[config.mk]
export PLATFORM = sky130hd
export DESIGN_NAME = can_irq_guard
export DESIGN_NICKNAME = d
export VERILOG_FILES = /design/src/rtl/canig_pkg.sv /design/src/rtl/canig_sticky.sv /design/src/rtl/canig_guard.sv /design/src/rtl/canig_irq.sv /design/src/rtl/can_irq_guard.sv
export SDC_FILE = /design/constraint.sdc
export NUM_CORES = 1
export LEC_CHECK = 0
export ABC_AREA = 1
export BUFFER_PORTS_ARGS = -buffer_cell sky130_fd_sc_hd__clkbuf_2
export CORE_AREA = 4 4 88 90
export CTS_CLUSTER_SIZE = 40
export DETAILED_ROUTE_END_ITERATION = 12
export DIE_AREA = 0 0 92 94
export HOLD_SLACK_MARGIN = 0.08
export PLACE_DENSITY = 0.79
export SLEW_MARGIN = 20
export SYNTH_ARGS = -nofsm -noshare
export SYNTH_HDL_FRONTEND = slang
export SYNTH_SLANG_ARGS = --single-unit
[constraint.sdc]
create_clock -name clk -period 2.3 [get_ports clk]
set_input_delay 0.46 -clock clk [delete_from_list [all_inputs] [get_ports clk]]
set_output_delay 0.46 -clock clk [all_outputs]
set_load 0.05 [all_outputs]
[src/rtl/canig_pkg.sv]
package canig_pkg;

  localparam int BUS_AW = 12;

  localparam logic [BUS_AW-1:0] A_CTRL  = 12'h000;
  localparam logic [BUS_AW-1:0] A_TXF   = 12'h004;
  localparam logic [BUS_AW-1:0] A_RX0   = 12'h008;
  localparam logic [BUS_AW-1:0] A_RX1   = 12'h00C;
  localparam logic [BUS_AW-1:0] A_EST   = 12'h010;
  localparam logic [BUS_AW-1:0] A_IEN   = 12'h014;
  localparam logic [BUS_AW-1:0] A_BTIME = 12'h018;
  localparam logic [BUS_AW-1:0] A_FCTL  = 12'h01C;
  localparam logic [BUS_AW-1:0] A_FMODE = 12'h020;
  localparam logic [BUS_AW-1:0] A_FSCL  = 12'h024;
  localparam logic [BUS_AW-1:0] A_FASN  = 12'h028;
  localparam logic [BUS_AW-1:0] A_FACT  = 12'h02C;

  localparam int MBX_BASE    = 'h040;
  localparam int MBX_STRIDE  = 16;
  localparam int BANK_BASE   = 'h100;
  localparam int BANK_STRIDE = 8;

  localparam logic [31:0] CTRL_RST = 32'h0001_0002;

  // registers held inside this slice, one write enable each
  localparam int L_CTRL = 0;
  localparam int L_TXF  = 1;
  localparam int L_RX0  = 2;
  localparam int L_RX1  = 3;
  localparam int L_EST  = 4;
  localparam int L_IEN  = 5;
  localparam int L_FCTL = 6;
  localparam int L_FACT = 7;
  localparam int LOC_N  = 8;
  localparam logic [BUS_AW-1:0] LOC_ADDR [LOC_N] =
    '{A_CTRL, A_TXF, A_RX0, A_RX1, A_EST, A_IEN, A_FCTL, A_FACT};

  // guarded configuration words held downstream
  localparam int CFG_N = 4;
  localparam logic [BUS_AW-1:0] CFG_ADDR [CFG_N] = '{A_BTIME, A_FMODE, A_FSCL, A_FASN};

  // a word access needs every byte lane and an aligned address
  function automatic logic word_ok(input logic [3:0] be, input logic [1:0] lo);
    return (be == 4'hF) && (lo == 2'b00);
  endfunction

  function automatic logic in_window(input logic [BUS_AW-1:0] a, input int base, input int span);
    int ai;
    ai = int'(a);
    return (ai >= base) && (ai < base + span);
  endfunction

  function automatic logic masked_or(input logic [15:0] ev, input logic [15:0] en);
    return |(ev & en);
  endfunction

endpackage

[src/rtl/canig_sticky.sv]
module canig_sticky #(
  parameter int W = 2
) (
  input  logic         clk,
  input  logic         rst_n,
  input  logic [W-1:0] set_i,
  input  logic [W-1:0] clr_i,
  output logic [W-1:0] q_o
);

  logic [W-1:0] q_q;

  // a set arriving in the same cycle as a clear wins
  always_ff @(posedge clk or negedge rst_n) begin
    if (!rst_n) q_q <= '0;
    else        q_q <= (q_q & ~clr_i) | set_i;
  end

  assign q_o = q_q;


  set_wins_chk: assert property (@(posedge clk) disable iff (!rst_n)
    (|set_i) |=> ((q_o & $past(set_i)) == $past(set_i)));


  no_spurious_set_chk: assert property (@(posedge clk) disable iff (!rst_n)
    1'b1 |=> ((q_o & ~$past(q_o) & ~$past(set_i)) == '0));


  clear_only_by_write_chk: assert property (@(posedge clk) disable iff (!rst_n)
    1'b1 |=> ((~q_o & $past(q_o) & ~$past(clr_i)) == '0));

endmodule

[src/rtl/canig_guard.sv]
module canig_guard
  import canig_pkg::*;
#(
  parameter int NMBX  = 3,
  parameter int NBANK = 4
) (
  input  logic              clk,
  input  logic              rst_n,
  input  logic [BUS_AW-1:0] addr_i,
  input  logic [3:0]        be_i,
  input  logic              wr_i,
  input  logic              init_mode_i,
  input  logic              finit_i,
  input  logic [NBANK-1:0]  fact_i,
  input  logic [NMBX-1:0]   mbx_empty_i,
  output logic [LOC_N-1:0]  loc_we_o,
  output logic [CFG_N-1:0]  cfg_wacc_o,
  output logic [NMBX-1:0]   mbx_wacc_o,
  output logic [NBANK-1:0]  fbank_wacc_o
);

  localparam int STRB_N = LOC_N + CFG_N + NMBX + NBANK;

  logic              acc_ok;
  logic [CFG_N-1:0]  cfg_hit;
  logic [CFG_N-1:0]  cfg_cond;
  logic [NMBX-1:0]   mbx_hit;
  logic [NBANK-1:0]  bank_hit;
  logic [NBANK-1:0]  bank_open;
  logic [STRB_N-1:0] all_strb;

  assign acc_ok = wr_i && word_ok(be_i, addr_i[1:0]);

  for (genvar l = 0; l < LOC_N; l++) begin : g_loc
    assign loc_we_o[l] = acc_ok && (addr_i == LOC_ADDR[l]);
  end

  // bit timing follows init mode; the three filter layout words follow filter init
  assign cfg_cond = {finit_i, finit_i, finit_i, init_mode_i};
  for (genvar c = 0; c < CFG_N; c++) begin : g_cfg
    assign cfg_hit[c]    = addr_i == CFG_ADDR[c];
    assign cfg_wacc_o[c] = acc_ok && cfg_hit[c] && cfg_cond[c];
  end

  for (genvar m = 0; m < NMBX; m++) begin : g_mbx
    assign mbx_hit[m]    = in_window(addr_i, MBX_BASE + m * MBX_STRIDE, MBX_STRIDE);
    assign mbx_wacc_o[m] = acc_ok && mbx_hit[m] && mbx_empty_i[m];
  end

  for (genvar b = 0; b < NBANK; b++) begin : g_bank
    assign bank_hit[b]     = in_window(addr_i, BANK_BASE + b * BANK_STRIDE, BANK_STRIDE);
    assign bank_open[b]    = finit_i || !fact_i[b];
    assign fbank_wacc_o[b] = acc_ok && bank_hit[b] && bank_open[b];
  end

  assign all_strb = {loc_we_o, cfg_wacc_o, mbx_wacc_o, fbank_wacc_o};


  whole_word_chk: assert property (@(posedge clk) disable iff (!rst_n)
    (|all_strb) |-> (be_i == 4'hF && addr_i[1:0] == 2'b00 && wr_i));


  single_target_chk: assert property (@(posedge clk) disable iff (!rst_n)
    $onehot0(all_strb));


  btime_init_chk: assert property (@(posedge clk) disable iff (!rst_n)
    cfg_wacc_o[0] |-> init_mode_i);


  mbx_empty_chk: assert property (@(posedge clk) disable iff (!rst_n)
    (mbx_wacc_o & ~mbx_empty_i) == '0);


  flayout_finit_chk: assert property (@(posedge clk) disable iff (!rst_n)
    (|cfg_wacc_o[CFG_N-1:1]) |-> finit_i);


  bank_guard_chk: assert property (@(posedge clk) disable iff (!rst_n)
    (fbank_wacc_o & fact_i & {NBANK{!finit_i}}) == '0);

endmodule

[src/rtl/canig_irq.sv]
module canig_irq
  import canig_pkg::*;
#(
  parameter int NMBX = 3,
  localparam int IEN_W = NMBX + 9
) (
  input  logic             clk,
  input  logic             rst_n,
  input  logic [IEN_W-1:0] ien_i,
  input  logic [NMBX-1:0]  txf_i,
  input  logic [1:0]       rx0_cnt_i,
  input  logic [1:0]       rx0_flg_i,
  input  logic [1:0]       rx1_cnt_i,
  input  logic [1:0]       rx1_flg_i,
  input  logic             err_i,
  input  logic [1:0]       es_flg_i,
  output logic             irq_tx_o,
  output logic             irq_rx0_o,
  output logic             irq_rx1_o,
  output logic             irq_es_o
);

  logic [NMBX-1:0] tx_en;
  logic [2:0]      rx0_en, rx1_en, es_en;
  logic [2:0]      rx0_ev, rx1_ev, es_ev;

  assign tx_en  = ien_i[NMBX-1:0];
  assign rx0_en = ien_i[NMBX+2:NMBX];
  assign rx1_en = ien_i[NMBX+5:NMBX+3];
  assign es_en  = ien_i[NMBX+8:NMBX+6];

  // event order inside each group: {overrun, full, pending} / {sleep, wake, error}
  assign rx0_ev = {rx0_flg_i, rx0_cnt_i != 2'b00};
  assign rx1_ev = {rx1_flg_i, rx1_cnt_i != 2'b00};
  assign es_ev  = {es_flg_i, err_i};

  assign irq_tx_o  = masked_or(16'(txf_i), 16'(tx_en));
  assign irq_rx0_o = masked_or(16'(rx0_ev), 16'(rx0_en));
  assign irq_rx1_o = masked_or(16'(rx1_ev), 16'(rx1_en));
  assign irq_es_o  = masked_or(16'(es_ev), 16'(es_en));


  tx_mask_chk: assert property (@(posedge clk) disable iff (!rst_n)
    (tx_en == '0) |-> !irq_tx_o);


  es_mask_chk: assert property (@(posedge clk) disable iff (!rst_n)
    (es_en == 3'b000) |-> !irq_es_o);


  rx0_pend_chk: assert property (@(posedge clk) disable iff (!rst_n)
    (rx0_cnt_i != 2'b00 && rx0_en[0]) |-> irq_rx0_o);


  rx1_pend_chk: assert property (@(posedge clk) disable iff (!rst_n)
    (rx1_cnt_i != 2'b00 && rx1_en[0]) |-> irq_rx1_o);

endmodule

[src/rtl/can_irq_guard.sv]
module can_irq_guard
  import canig_pkg::*;
#(
  parameter int NMBX  = 3,
  parameter int NBANK = 4
) (
  input  logic              clk,
  input  logic              rst_n,
  input  logic [BUS_AW-1:0] bus_addr,
  input  logic [31:0]       bus_wdata,
  input  logic [3:0]        bus_be,
  input  logic              bus_wr,
  output logic [31:0]       bus_rdata,
  input  logic              init_mode_i,
  input  logic [NMBX-1:0]   mbx_empty_i,
  input  logic [NMBX-1:0]   tx_done_i,
  input  logic [1:0]        rx0_cnt_i,
  input  logic              rx0_full_i,
  input  logic              rx0_ovr_i,
  input  logic [1:0]        rx1_cnt_i,
  input  logic              rx1_full_i,
  input  logic              rx1_ovr_i,
  input  logic              err_i,
  input  logic              sleep_i,
  input  logic              sof_i,
  output logic              irq_tx_o,
  output logic              irq_rx0_o,
  output logic              irq_rx1_o,
  output logic              irq_es_o,
  output logic [CFG_N-1:0]  cfg_wacc_o,
  output logic [NMBX-1:0]   mbx_wacc_o,
  output logic [NBANK-1:0]  fbank_wacc_o
);

  localparam int IEN_W = NMBX + 9;

  initial begin
    if (NMBX < 1 || NMBX > 7 || NBANK < 1 || BANK_BASE + NBANK * BANK_STRIDE > 4096)
      $error("can_irq_guard: NMBX or NBANK out of range");
  end

  logic [LOC_N-1:0] loc_we;
  logic [31:0]      ctrl_q;
  logic [IEN_W-1:0] ien_q;
  logic             finit_q;
  logic [NBANK-1:0] fact_q;
  logic             sleep_q;

  logic             sleep_entry;
  logic             wake_ev;
  logic [NMBX-1:0]  txf;
  logic [1:0]       rx0_flg, rx1_flg, es_flg;
  logic [NMBX-1:0]  tx_clr;
  logic [1:0]       rx0_clr, rx1_clr, es_clr;

  canig_guard #(.NMBX(NMBX), .NBANK(NBANK)) u_guard (
    .clk          (clk),
    .rst_n        (rst_n),
    .addr_i       (bus_addr),
    .be_i         (bus_be),
    .wr_i         (bus_wr),
    .init_mode_i  (init_mode_i),
    .finit_i      (finit_q),
    .fact_i       (fact_q),
    .mbx_empty_i  (mbx_empty_i),
    .loc_we_o     (loc_we),
    .cfg_wacc_o   (cfg_wacc_o),
    .mbx_wacc_o   (mbx_wacc_o),
    .fbank_wacc_o (fbank_wacc_o)
  );

  always_ff @(posedge clk or negedge rst_n) begin
    if (!rst_n) begin
      ctrl_q  <= CTRL_RST;
      ien_q   <= '0;
      finit_q <= 1'b1;
      fact_q  <= '0;
      sleep_q <= 1'b1;
    end else begin
      if (loc_we[L_CTRL]) ctrl_q  <= bus_wdata;
      if (loc_we[L_IEN])  ien_q   <= bus_wdata[IEN_W-1:0];
      if (loc_we[L_FCTL]) finit_q <= bus_wdata[0];
      if (loc_we[L_FACT]) fact_q  <= bus_wdata[NBANK-1:0];
      sleep_q <= sleep_i;
    end
  end

  // write-one-to-clear masks
  assign tx_clr  = loc_we[L_TXF] ? bus_wdata[NMBX-1:0] : '0;
  assign rx0_clr = loc_we[L_RX0] ? bus_wdata[3:2] : 2'b00;
  assign rx1_clr = loc_we[L_RX1] ? bus_wdata[3:2] : 2'b00;
  assign es_clr  = loc_we[L_EST] ? bus_wdata[2:1] : 2'b00;

  assign sleep_entry = sleep_i && !sleep_q;
  assign wake_ev     = sof_i && sleep_i;

  canig_sticky #(.W(NMBX)) u_txf (
    .clk(clk), .rst_n(rst_n), .set_i(tx_done_i), .clr_i(tx_clr), .q_o(txf));

  canig_sticky #(.W(2)) u_rx0f (
    .clk(clk), .rst_n(rst_n), .set_i({rx0_ovr_i, rx0_full_i}), .clr_i(rx0_clr), .q_o(rx0_flg));

  canig_sticky #(.W(2)) u_rx1f (
    .clk(clk), .rst_n(rst_n), .set_i({rx1_ovr_i, rx1_full_i}), .clr_i(rx1_clr), .q_o(rx1_flg));

  canig_sticky #(.W(2)) u_esf (
    .clk(clk), .rst_n(rst_n), .set_i({sleep_entry, wake_ev}), .clr_i(es_clr), .q_o(es_flg));

  canig_irq #(.NMBX(NMBX)) u_irq (
    .clk       (clk),
    .rst_n     (rst_n),
    .ien_i     (ien_q),
    .txf_i     (txf),
    .rx0_cnt_i (rx0_cnt_i),
    .rx0_flg_i (rx0_flg),
    .rx1_cnt_i (rx1_cnt_i),
    .rx1_flg_i (rx1_flg),
    .err_i     (err_i),
    .es_flg_i  (es_flg),
    .irq_tx_o  (irq_tx_o),
    .irq_rx0_o (irq_rx0_o),
    .irq_rx1_o (irq_rx1_o),
    .irq_es_o  (irq_es_o)
  );

  always_comb begin
    bus_rdata = '0;
    if (word_ok(bus_be, bus_addr[1:0])) begin
      case (bus_addr)
        A_CTRL:  bus_rdata = ctrl_q;
        A_TXF:   bus_rdata = 32'(txf);
        A_RX0:   bus_rdata = {28'd0, rx0_flg, rx0_cnt_i};
        A_RX1:   bus_rdata = {28'd0, rx1_flg, rx1_cnt_i};
        A_EST:   bus_rdata = {29'd0, es_flg, err_i};
        A_IEN:   bus_rdata = 32'(ien_q);
        A_FCTL:  bus_rdata = {31'd0, finit_q};
        A_FACT:  bus_rdata = 32'(fact_q);
        default: bus_rdata = '0;
      endcase
    end
  end


  sleep_entry_chk: assert property (@(posedge clk) disable iff (!rst_n)
    sleep_entry |=> es_flg[1]);


  wake_flag_chk: assert property (@(posedge clk) disable iff (!rst_n)
    (sof_i && sleep_i) |=> es_flg[0]);


  wake_needs_sleep_chk: assert property (@(posedge clk) disable iff (!rst_n)
    (!sleep_i && !es_flg[0]) |=> !es_flg[0]);


  partial_read_zero_chk: assert property (@(posedge clk) disable iff (!rst_n)
    (bus_be != 4'hF) |-> (bus_rdata == '0));

endmodule

=== Word-level counts from Yosys, hierarchy flattened ===
Cells that the tools add are included.

* Register bits: 59
* Latch bits: 0
* Bits in writable memories: 0
* Bits in read-only memories: 0
* Bits of input ports: 69
* Output and inout port bits: 47
* Logic and storage cells: 115
* Memories kept: 0

* $add $sub $neg: 0
* Multiply operators: 0
* Divide/modulo/power cells: 0
* Order comparisons: 14
* Equality and inequality tests: 12
* Shift operators: 0
* Muxes and demuxes: 6
* Bitwise gates (word level): 16
* Reductions and logical operators: 58

{| class="wikitable"
|+ Operator list
! operator !! number
|-
| 32-bit one-hot mux with 8 select lines || 1
|-
| 16-bit OR reduction || 4
|-
| 12-bit by 5-bit equality test with 1-bit output, second input constant || 4
|-
| 12-bit by 6-bit equality test with 1-bit output, second input constant || 4
|-
| 12-bit by 9-bit >= comparator with 1-bit output, second input constant || 4
|-
| 12-bit by 9-bit < comparator with 1-bit output, second input constant || 4
|-
| 1-bit logical AND || 41
|-
| 12-bit by 7-bit >= comparator with 1-bit output, second input constant || 3
|-
| 12-bit by 7-bit < comparator with 1-bit output, second input constant || 3
|-
| 32-bit 2-to-1 mux || 1
|-
| 12-bit by 4-bit equality test with 1-bit output, second input constant || 2
|-
| 3-bit bitwise AND || 5
|-
| 12-bit by 3-bit equality test with 1-bit output, second input constant || 1
|-
| 12-bit logical NOT || 1
|-
| 2-bit bitwise AND || 3
|-
| 2-bit 2-to-1 mux || 3
|-
| 2-bit NOT || 3
|-
| 2-bit OR || 3
|-
| 1-bit logical NOT || 5
|-
| 4-bit equality test, second input constant || 1
|-
| 1-bit logical OR || 4
|-
| 2-bit nonzero test || 2
|-
| 3-bit 2-to-1 mux || 1
|-
| 3-bit NOT || 1
|-
| 2 further kinds || 2
|}

=== Depth between registers and ports, before layout ===
* Depth in word-level cells: 8
* Mapped depth: 11
* Depth with buffers taken out: 10

=== By module ===
Synthesis repeated with hierarchy kept, for this count alone.

* Cells, all modules: 541
* Area total of the unflattened synthesis: 3895.0 µm²

{| class="wikitable"
|+ By module, submodules not included
! module !! instances !! cells each !! area an instance (µm²) !! seq. area each (µm²)
|-
| can_irq_guard || 1 || 367 || 2879.0 || 1256.2
|-
| canig_guard || 1 || 109 || 575.6 || 0.0
|-
| canig_sticky (u_esf ...) || 3 || 10 || 80.1 || 50.0
|-
| canig_sticky (u_txf) || 1 || 15 || 120.1 || 75.1
|-
| canig_irq || 1 || 20 || 80.1 || 0.0
|}

=== Worst setup path after synthesis ===
OpenSTA, ideal clock, no wires.

* Kind: input-to-output
* Start point: input port bus_addr[11]
* End point: output port mbx_wacc_o[0]
* Arrival time: 2.473 ns
* Required time: 1.840 ns
* Setup slack: -0.633 ns
* Stages: 5
* Buffers on the path: 0
* Cell sequence: nor2_1 nand2_4 nor2_1 inv_1 nor4_1

* Longest elaborated chain between the ends: 4
* Elaborated cells on any way between the ends: 5
* Classes of those cells: 2 x order compare; 3 x reduce/logical

{| class="wikitable"
|+ RTL lines
! element !! line !! RTL
|-
| start: declaration || can_irq_guard.sv:9 || <nowiki>input logic [BUS_AW-1:0] bus_addr,</nowiki>
|-
| 12-bit by 7-bit >= comparator with 1-bit output or 12-bit by 7-bit < comparator with 1-bit output (tied branches) || canig_pkg.sv:50 || <nowiki>return (ai >= base) && (ai < base + span);</nowiki>
|-
| 1-bit logical AND (*) || canig_pkg.sv:50 ||
|-
| 1-bit logical AND (*) (2 in a row) || canig_guard.sv:47 || <nowiki>assign mbx_wacc_o[m] = acc_ok && mbx_hit[m] && mbx_empty_i[m];</nowiki>
|-
| end: declaration || can_irq_guard.sv:31 || <nowiki>output logic [NMBX-1:0] mbx_wacc_o,</nowiki>
|}

Every way passes the cells marked *; elsewhere a longest branch is shown, timed or not.

=== Worst setup path after layout ===
* Start point: input port bus_addr[7]
* End point: output port bus_rdata[25]

* Longest elaborated chain between the ends: 3
* Elaborated cells on any way between the ends: 10
* Classes of those cells: 7 x eq/ne; 2 x mux; 1 x reduce/logical

{| class="wikitable"
|+ RTL lines
! element !! line !! RTL
|-
| 12-bit by 6-bit equality test with 1-bit output (tied with other cells) || can_irq_guard.sv:129 || <nowiki>case (bus_addr)</nowiki>
|-
| 32-bit one-hot mux with 8 select lines (*) || can_irq_guard.sv:129 ||
|-
| 32-bit 2-to-1 mux (*) || can_irq_guard.sv:128 || <nowiki>if (word_ok(bus_be, bus_addr[1:0])) begin</nowiki>
|-
| end: declaration || can_irq_guard.sv:13 || <nowiki>output logic [31:0] bus_rdata,</nowiki>
|}

Marked as above.

==> impl_metrics.toml <==
[logic_synthesis]
synth_seq_cells = 59
synth_top_area_frac = 0.398
async_reset_ff_frac = 1.00
synth_most_common_cell = "sky130_fd_sc_hd__nand2_1"
synthDistinctLibCells = 25
syn-mean-instance-area_um2 = 6.86
syn_inst = 504
seq_area_frac_synth = 0.429
synth-edff-count = 0
synth.top_cells.by_count = "185 x sky130_fd_sc_hd__nand2_1, 58 x sky130_fd_sc_hd__nor2_1, 55 x sky130_fd_sc_hd__dfrtp_1"
synth-warning-count = 0
ys_dominant_reg_cell = "sky130_fd_sc_hd__dfrtp_1"
mappedNetlistArea_um2 = 3460
ys_top_cells_by_area = "sky130_fd_sc_hd__dfrtp_1 40%, sky130_fd_sc_hd__nand2_1 20%, sky130_fd_sc_hd__nand3_1 6.4%"
synth_area_leader_cell = "sky130_fd_sc_hd__dfrtp_1"
synth_fp_nets = 573

[worst_setup_path]
crit_family = "buffers and inverters"
worst_path_max_fanout = 14
critical_path_required_ns = 1.84
critical-path-top-cell-by-count = "sky130_fd_sc_hd__nor2_4"
critPathCaptureType = "output pin"
worst_setup_path_start_kind = "primary input"
cp_slowest_cell = "sky130_fd_sc_hd__nor2_4"
worstPathBufferInverterCount = 6
ff2ff_setup_slack_ns = 1.44
cp.arrival_ns = 1.97
path_type_of_the_worst_setup_path = "in2out"
critical_path.cell_chain = "clkbuf_8, nor2_4, nand2_2, buf_6, inv_4, nand2_4, nor2_4, buf_6, clkbuf_16, nand2_1, nor2_4, buf_8"
critical_path.max_stage_delay_ns = 0.21

[timing]
setup_viol_count_final = 28
tightestPinTransition_ns = 0.407
worst_clock_skew_ns = 0.0000289
grt_setup_unrepaired = "true"
slew_headroom = 0.726
period_minus_slack_ns = 2.43
fin_ws_ns = -0.132
timing_max_transition_violations_final = 0
final-hold-violation-count = 0
min_period_over_period = 1.06
clock.fmax_mhz = 411
tns_ns = -1.23

[place]
place.gp.congestion = 0.925
dpl.hpwl_um = 7580
dpl-instance-area_um2 = 4730
placed_cells = 744
port-buffer-count = 115

[route]
antenna_left = 0
detail_route.wirelength_um = 12500
post-route-drc-count = 0
vias = 4123
drtPass1Iterations = 7
wl_per_cell_um = 16.2
initialDrtViolationCount = 372
routed_via_density = 5.33

[hold_path]
min_path_type = "in2async"

[outcome]
status = "finished, violations left"
violations_in_the_final_reports = "setup timing"

[finish]
design_area_um2 = 5680
share_of_cells_above_drive_strength_1 = 0.419
num-fill-cells = 473
finish.net_count = 739
area_delta_synth_final_pct = 64.4
count_of_inserted_antenna_diode_cells = 0
ff_latch_area_um2 = 1480
layout.core_utilization = 0.805
multi_input_area_um2 = 2000
post_layout_nonfiller_instances = 774

[floorplanning]
floorplan.initialDensity = 0.490
floorplan.core_area_um2 = 7060
floorplan.die_area_um2 = 8650
floorplan.rows = 31
fp.dieW_um = 92
pin_count = 116
dieHeight_um = 94

[global_routing]
grt_start_max_net_pins = 60
grt-ovfl-total = 0
gr-usage-all-layers = 0.260
number_of_global_route_vias_before_repair = 3847
grt_first_pass_wirelength_um = 17700
grt_antenna_before_repair = 0

[cts]
skew_pair_late_insertion_delay_ns = 0.34
cts_root_buf = "sky130_fd_sc_hd__clkbuf_8"
cts_tree = "yes"
cts_max_path_buffers = 2
clk_pin_slew_worst_paths_ns = 0.07
ctsHtreeMaxLevel = 3
tritoncts_num_sinks = 59
cts_made_buffers = 9

[power]
powerDensity_nw_per_um2 = 380
vdd_ir_drop_max_uv = 338
power.leakage_uw = 0.00279

[job]
drv.max_cap_violation_count = 0
==> kinds of logic (layout without fill, tap and decap cells) <==
logic type | count (synthesis) | count (layout) | share of synthesized area
buffers and inverters | 76 | 247 | 0.0988
AND/OR/NAND/NOR | 321 | 321 | 0.403
AO/OA/AOI/OAI | 48 | 48 | 0.0695
flip-flops | 59 | 59 | 0.429
==> through the flow <==
step / hold WS (ns) / setup slack, ns / power (uW)
4_1_cts: 0.121 / -0.0400 / 2150
5_1_grt: 0.129 / -0.170 / 2230
6_report: 0.103 / -0.132 / 2160
3_5_place_dp: 0.460 / -0.241 / 1220
3_3_place_gp: 0.454 / -0.221 / 1220
2_1_floorplan: 0.164 / -0.252 / 1110
==> sequential cells by signal (all words and copies together), names as in the netlist <==
register    count
u_txf.q_o       3
fact_q          4
u_esf.q_o       2
ien_q          12
sleep_q         1
u_rx1f.q_o      2
ctrl_q         32
u_rx0f.q_o      2
finit_q         1
==> repair_timing <==
| action | CTS | global route |
|---|---|---|
| hold buffers | 0 | 0 |
| resized for setup | 87 | 84 |
| pin swaps | 1 | 37 |
| endpoints found under the setup margin | 32 | 34 |
| gates cloned | 1 | 4 |
| buffers inserted | 2 | 7 |
==> final timing paths <==
check                      depth (start not counted)         from       endpoint
max                                               12  bus_addr[7]  bus_rdata[25]
min                                                2        rst_n     ctrl_q[18]
max reg2reg                                        2      finit_q        finit_q
min reg2reg                                        2   ctrl_q[16]     ctrl_q[16]
max in group asynchronous                          2        rst_n        sleep_q
min in group clk                                   1      sleep_i        sleep_q
==> cell type report <==
class	count	area share
clock buffers	9	0.0218
clock inverters	7	0.0121
inverters	57	0.0396
multi-input cells	369	0.352
flip-flops and latches	59	0.261
well taps	99	0.0218
repair buffers	174	0.292
==> routing by layer <==
metal	wire length, um	part of all wire	vias to the layer above	GRT usage
met5	0	0	-	0
met2	6330	0.51	252	0.437
met3	991	0.079	73	0.0513
li1	-	-	1906	-
met1	4520	0.36	1892	0.315
met4	692	0.055	0	0.137
==> cells in the final DEF (no fill, tap or decap), types with 11 or more instances in the layout <==
| cell | netlist | final |
|---|---|---|
| sky130_fd_sc_hd__nand2_1 | 185 | 176 |
| sky130_fd_sc_hd__clkbuf_2 | 0 | 72 |
| sky130_fd_sc_hd__dfrtp_1 | 55 | 55 |
| sky130_fd_sc_hd__inv_1 | 51 | 47 |
| sky130_fd_sc_hd__buf_4 | 1 | 46 |
| sky130_fd_sc_hd__nand3_1 | 44 | 42 |
| sky130_fd_sc_hd__nor2_4 | 6 | 38 |
| sky130_fd_sc_hd__o21ai_0 | 35 | 33 |
| sky130_fd_sc_hd__buf_8 | 0 | 21 |
| sky130_fd_sc_hd__nor2_1 | 58 | 19 |
| sky130_fd_sc_hd__buf_12 | 0 | 19 |
| sky130_fd_sc_hd__nand2_2 | 8 | 14 |
| sky130_fd_sc_hd__o21ai_1 | 11 | 13 |
| sky130_fd_sc_hd__clkbuf_8 | 0 | 11 |
==> report_power, final <==
part           internal (uW)  switching, uW  leakage, uW  total (uW)
clock                    495            431    0.0000950         926
sequential              1040          0.241     0.000763        1040
combinational           85.2            105      0.00193         190
total                   1620            537      0.00279        2160
No activity file was read; power rests on OpenSTA's default activity.
